==> src/rtl/lsq_port_arb_pkg.sv <==
package lsq_port_arb_pkg;

    typedef enum logic {
        OP_LOAD  = 1'b0,
        OP_STORE = 1'b1
    } port_op_e;

    typedef struct packed {
        logic     vld;
        port_op_e op;
    } pipe_slot_t;

    localparam pipe_slot_t SLOT_EMPTY = '{vld: 1'b0, op: OP_LOAD};

    function automatic logic store_boosted(input logic full, input logic stall);
        return full | stall;
    endfunction

    function automatic pipe_slot_t make_slot(input logic ld_g, input logic st_g);
        pipe_slot_t s;
        s.vld = ld_g | st_g;
        s.op  = st_g ? OP_STORE : OP_LOAD;
        return s;
    endfunction

endpackage

==> src/rtl/lsq_arb_pick.sv <==
module lsq_arb_pick
    import lsq_port_arb_pkg::*;
(
    input  logic en,
    input  logic ld_req,
    input  logic st_req,
    input  logic sq_full,
    input  logic st_stall,
    input  logic after_store,
    output logic ld_gnt,
    output logic st_gnt
);
    logic boost;
    logic ld_ok;

    always_comb begin
        boost  = store_boosted(sq_full, st_stall);
        ld_ok  = ld_req & ~after_store;
        ld_gnt = 1'b0;
        st_gnt = 1'b0;
        if (en) begin
            if (st_req && boost) begin
                st_gnt = 1'b1;
            end else if (ld_ok) begin
                ld_gnt = 1'b1;
            end else if (st_req) begin
                st_gnt = 1'b1;
            end
        end
    end
endmodule

==> src/rtl/lsq_arb_pipe.sv <==
module lsq_arb_pipe
    import lsq_port_arb_pkg::*;
#(
    parameter int STAGES = 2
) (
    input  logic       clk,
    input  logic       rst,
    input  pipe_slot_t in_slot,
    output pipe_slot_t stage [STAGES]
);
    for (genvar g = 0; g < STAGES; g++) begin : g_stage
        always_ff @(posedge clk) begin
            if (rst) begin
                stage[g] <= SLOT_EMPTY;
            end else if (g == 0) begin
                stage[g] <= in_slot;
            end else begin
                stage[g] <= stage[(g == 0) ? 0 : g - 1];
            end
        end
    end
endmodule

==> src/rtl/lsq_arb_loss.sv <==
module lsq_arb_loss #(
    parameter int LOSS_W = 3
) (
    input  logic              clk,
    input  logic              rst,
    input  logic              lost,
    input  logic              won,
    output logic [LOSS_W-1:0] count
);
    localparam logic [LOSS_W-1:0] CNT_MAX = '1;

    always_ff @(posedge clk) begin
        if (rst || won) begin
            count <= '0;
        end else if (lost && count != CNT_MAX) begin
            count <= count + 1'b1;
        end
    end
endmodule

==> src/rtl/lsq_port_arb.sv <==
module lsq_port_arb
    import lsq_port_arb_pkg::*;
#(
    parameter int LOSS_W = 3
) (
    input  logic              clk,
    input  logic              rst,
    input  logic              ld_req,
    input  logic              st_req,
    input  logic              sq_full,
    input  logic              st_stall,
    output logic              ld_gnt,
    output logic              st_gnt,
    output logic              port_issue,
    output logic              s1_vld,
    output logic              s1_st,
    output logic              s2_vld,
    output logic              s2_st,
    output logic [LOSS_W-1:0] st_wait
);
    localparam int PIPE_DEPTH = 2;

    pipe_slot_t stage [PIPE_DEPTH];
    pipe_slot_t issue_slot;
    logic       after_store;

    assign after_store = stage[0].vld && (stage[0].op == OP_STORE);

    lsq_arb_pick u_pick (
        .en          (~rst),
        .ld_req      (ld_req),
        .st_req      (st_req),
        .sq_full     (sq_full),
        .st_stall    (st_stall),
        .after_store (after_store),
        .ld_gnt      (ld_gnt),
        .st_gnt      (st_gnt)
    );

    assign issue_slot = make_slot(ld_gnt, st_gnt);
    assign port_issue = issue_slot.vld;

    lsq_arb_pipe #(.STAGES(PIPE_DEPTH)) u_pipe (
        .clk     (clk),
        .rst     (rst),
        .in_slot (issue_slot),
        .stage   (stage)
    );

    assign s1_vld = stage[0].vld;
    assign s1_st  = stage[0].vld && (stage[0].op == OP_STORE);
    assign s2_vld = stage[1].vld;
    assign s2_st  = stage[1].vld && (stage[1].op == OP_STORE);

    lsq_arb_loss #(.LOSS_W(LOSS_W)) u_loss (
        .clk   (clk),
        .rst   (rst),
        .lost  (st_req & ld_gnt),
        .won   (st_gnt),
        .count (st_wait)
    );
endmodule

==> config.mk <==
export PLATFORM = sky130hd
export DESIGN_NAME = lsq_port_arb
export DESIGN_NICKNAME = d
export VERILOG_FILES = /design/src/rtl/lsq_port_arb_pkg.sv /design/src/rtl/lsq_arb_pick.sv /design/src/rtl/lsq_arb_pipe.sv /design/src/rtl/lsq_arb_loss.sv /design/src/rtl/lsq_port_arb.sv
export SDC_FILE = /design/constraint.sdc
export NUM_CORES = 1
export LEC_CHECK = 0
export BUFFER_PORTS_ARGS = -buffer_cell sky130_fd_sc_hd__buf_2
export CELL_PAD_IN_SITES_DETAIL_PLACEMENT = 0
export CELL_PAD_IN_SITES_GLOBAL_PLACEMENT = 1
export CORE_AREA = 10 10 47 49
export DETAILED_ROUTE_END_ITERATION = 10
export DIE_AREA = 0 0 57 59
export PLACE_DENSITY_LB_ADDON = 0.1
export SYNTH_ARGS = -nofsm -noshare
export SYNTH_HDL_FRONTEND = slang
export SYNTH_HIERARCHICAL = 1
export SYNTH_SLANG_ARGS = --single-unit
==> constraint.sdc <==
create_clock -name clk -period 1.3 [get_ports clk]
set_input_delay 0.195 -clock clk [delete_from_list [all_inputs] [get_ports clk]]
set_output_delay 0.195 -clock clk [all_outputs]
set_load 0.02 [all_outputs]
==> results.md <==
* Die ar. at 3360 um^2
* Gp weighted congestion at 0.765
* Port buffer count at 15
* Clock insertion delay at the later pin of the skew report at about 0.24 ns
* RSZ-0062 raised after global routing: yes
* Most common cell after layout, fill and taps aside: buf_2
* Layout cell share with drive strength beyond 1 at 0.632
* Cells on worst reg2reg path at 6
* Post-Syn Area at about 320 um^2
* Setup WS post-layout at -0.267 ns
* Via count at 307
* Number of synthesized register bits at 7
* Hold Crit Start: rst
* Reg-to-Reg End: u_loss/count[1]$_SDFFE_PP0P_
* Worst flop-to-flop path startpoint: u_pipe/stage[2]$_SDFF_PP0_
* Area grow syn2layout at 76.2%
* Failing checks: setup timing
* Tcrit/Tclk final at 1.21
* Fraction of the mapped netlist area in simple logic gates at 0.357
* Footprint of the multi-input gates at 203 um^2
* CTS Hold Buffers Added at 0
* Crit-path max FO at 3
* Gate power share at 0.206
* Internal power at about 0.40 mW
* # IOs at 16
* Hold Vio Cnt, Final at 0
* DRT antenna net count at 0
* Synth top area share at 0.444
* Routed vias/inst at around 4.2
* Synth Warn # at 6
* Final Max Tran Viols at 0
* Seq. cell area at 141 um^2
* Worst Hold Depth at 3
* Worst Hold Class: in -> reg
* Non-Filler Instances at 73
* Mux share of post-synthesis cell area at 0.0635
* Slew Limit Headroom at 0.867
* Complex-gate fraction of the synthesized area at 0.0159
* DRC viols at 0
* Initial Util at 0.225
* Overall Power at 0.524 mW
* Minimum clock period at 1.57 ns
* Seq pwr share at 0.431
* CTS tree: built
* Dpl cells at 66
* Row cnt at 14
* Num Clock Sinks at 7
* Root Driver: clkbuf_4
* Drt initial violations at 0
* Height of the die at approximately 59 um
* Fill count at 153
* Pleak at 0.276 nW
* Num CTS Buffers at 3
* Adder-Cell Fraction of Synth Area at 0.0794
* DR pass1 iterations at 1
* Required time of the worst setup path at 1.11 ns
* Util after Layout at 0.396
* Sequential share of the synthesized area at 0.444
* Endpoint, Worst Hold: u_loss/count[0]$_SDFFE_PP0P_
* H-tree Lvls at 1
* F_max at between 600 and 700 MHz
* Vias in the first global route at between 300 and 400
* Pin count of the biggest net entering global routing at 8
* Most frequent cells in the layout: 12 x buf_2, 6 x buf_4, 6 x dfxtp_1, 5 x buf_6, 4 x nor2b_1
* MaxCap Viol Count at 0
* Final HPWL DP at 788 um
* PD cells at roughly 940 nW/um^2
* R2r setup slk at -0.19 ns
* Ranking of synthesized cells by area: dfxtp_1 44%, ha_1 7.9%, nor2b_1 7.9%, mux2i_1 6.3%, nor3_1 4.8%
* CTS max path bufs at 2
* Largest area contributor in the netlist: dfxtp_1
* Total Nets Final at 66
* Routed Wire Length at ~930 um
* Crit. End Element: output port
* Die Wd at 57 um
* Antenna diode count at 0
* CTS clk-pin slew, worst paths at 0.05 ns
* Maximum vdd drop at 0.548 mV
* Status: complete, but fails checks
* Average size of a mapped cell at 10.5 um^2
* WP data arrival at 1.37 ns
* Skew final at 0.00167 ns
* Pre-CTS WS at -0.130 ns
* Net load switching power at between 0.1 and 0.15 mW
* WL/cell at 12.7 um
* Total track usage at 0.0598
* Main combinational cell family by area after synthesis: simple AND/OR/NAND/NOR gates
* Sw Share at 0.239
* Mapped Nets at 38
* Fin Hold WS at 0.270 ns
* First-pass GRT wire length at 1.59 mm
* WS Path Type: reg -> out
* Total gr overflow at 0
* Synth Area in XOR/XNOR at 0.0278
* Initial antenna violation count at 0
* Slew @ Worst Pin at 0.199 ns
* Critical Path Start Type: flip-flop
* Setup Viol. Count Final at 7
* Syn Inst Count at 30
* Clock share of power at 0.363
* Core outline area at 1400 um^2
* Yosys cell types at 16
## cell type report
cell class,instances,share of cell area
Multi-Input combinational cell,22,0.365
Clock buffer,4,0.0473
Timing Repair Buffer,23,0.291
Inverter,1,0.00676
Sequential cell,7,0.255
Tap cell,16,0.0360
## per-layer routing
metal / track usage / up-vias / part of all wire / wire length (um)
met5: 0 / - / 0 / 0
met4: 0.0302 / 0 / 0 / 0
met3: 0.0408 / 0 / 0.10 / 93
met2: 0.0992 / 12 / 0.48 / 446
met1: 0.0550 / 140 / 0.42 / 388
li1: - / 155 / - / -
## logic make-up (layout without fill, tap and decap cells)
| logic type | Yosys count | count (layout) |
|---|---|---|
| AO/OA/AOI/OAI | 1 | 1 |
| XOR/XNOR | 1 | 1 |
| adder cells (fa/ha/maj) | 2 | 2 |
| buffers and inverters | 1 | 28 |
| flip-flops | 7 | 7 |
| multiplexers | 2 | 2 |
| AND/OR/NAND/NOR | 16 | 16 |
## registers in the layout, summed over array words and instances (netlist names)
register / count
u_pipe/stage: 4
u_loss/count: 3
## worst max path at each step
stage                                     startpoint  depth (start not counted)  slack, ns                      endpoint
after floorplan           u_pipe/stage[3]$_SDFF_PP0_                          6      -0.25  u_loss/count[1]$_SDFFE_PP0P_
after global placement    u_pipe/stage[2]$_SDFF_PP0_                          6      -0.10  u_loss/count[2]$_SDFFE_PP0P_
after detailed placement  u_pipe/stage[2]$_SDFF_PP0_                          6      -0.13  u_loss/count[1]$_SDFFE_PP0P_
after CTS                 u_pipe/stage[2]$_SDFF_PP0_                          5      -0.28                    port_issue
after global routing      u_pipe/stage[3]$_SDFF_PP0_                          6      -0.33                        st_gnt
final                     u_pipe/stage[3]$_SDFF_PP0_                          4      -0.27                    port_issue
## cells in the mapped netlist (all sizes together)
cell   n
and4b  1
nor2   1
nor2b  5
dfxtp  7
mux2i  2
nor4b  1
ha     2
o21ai  1
xnor2  1
nand2  1
and2   3
nor3   3
or2    1
inv    1
## power by group through the flow
stage | logic (mW) | registers [mW] | clock network (mW)
after CTS | 0.0995 | 0.226 | 0.198
after global placement | 0.0764 | 0.229 | 0
after floorplan | 0.0315 | 0.235 | 0
after detailed placement | 0.0779 | 0.230 | 0
final | 0.108 | 0.226 | 0.190
after global routing | 0.116 | 0.226 | 0.212
## metrics by stage
stage | setup TNS, ns | cell area, um^2
floorplan | -1.04 | 323
global placement | -0.343 | 455
detailed placement | -0.411 | 455
CTS | -1.11 | 537
global route | -1.67 | 556
finish | -1.18 | 556
## worst max-delay path, cell delays in order, from the launching register on
cell     delay [ns]
dfxtp_2        0.33
and2_4         0.16
and4b_2        0.25
or2_4          0.26
buf_6          0.13
## what timing repair did
| action | in CTS | in global routing |
|---|---|---|
| gates resized for setup | 10 | 3 |
| endpoints found under the setup margin | 6 | 7 |
| pin swaps | 2 | 3 |
| setup buffers | 2 | 1 |
No activity file was read; power rests on OpenSTA's default activity.
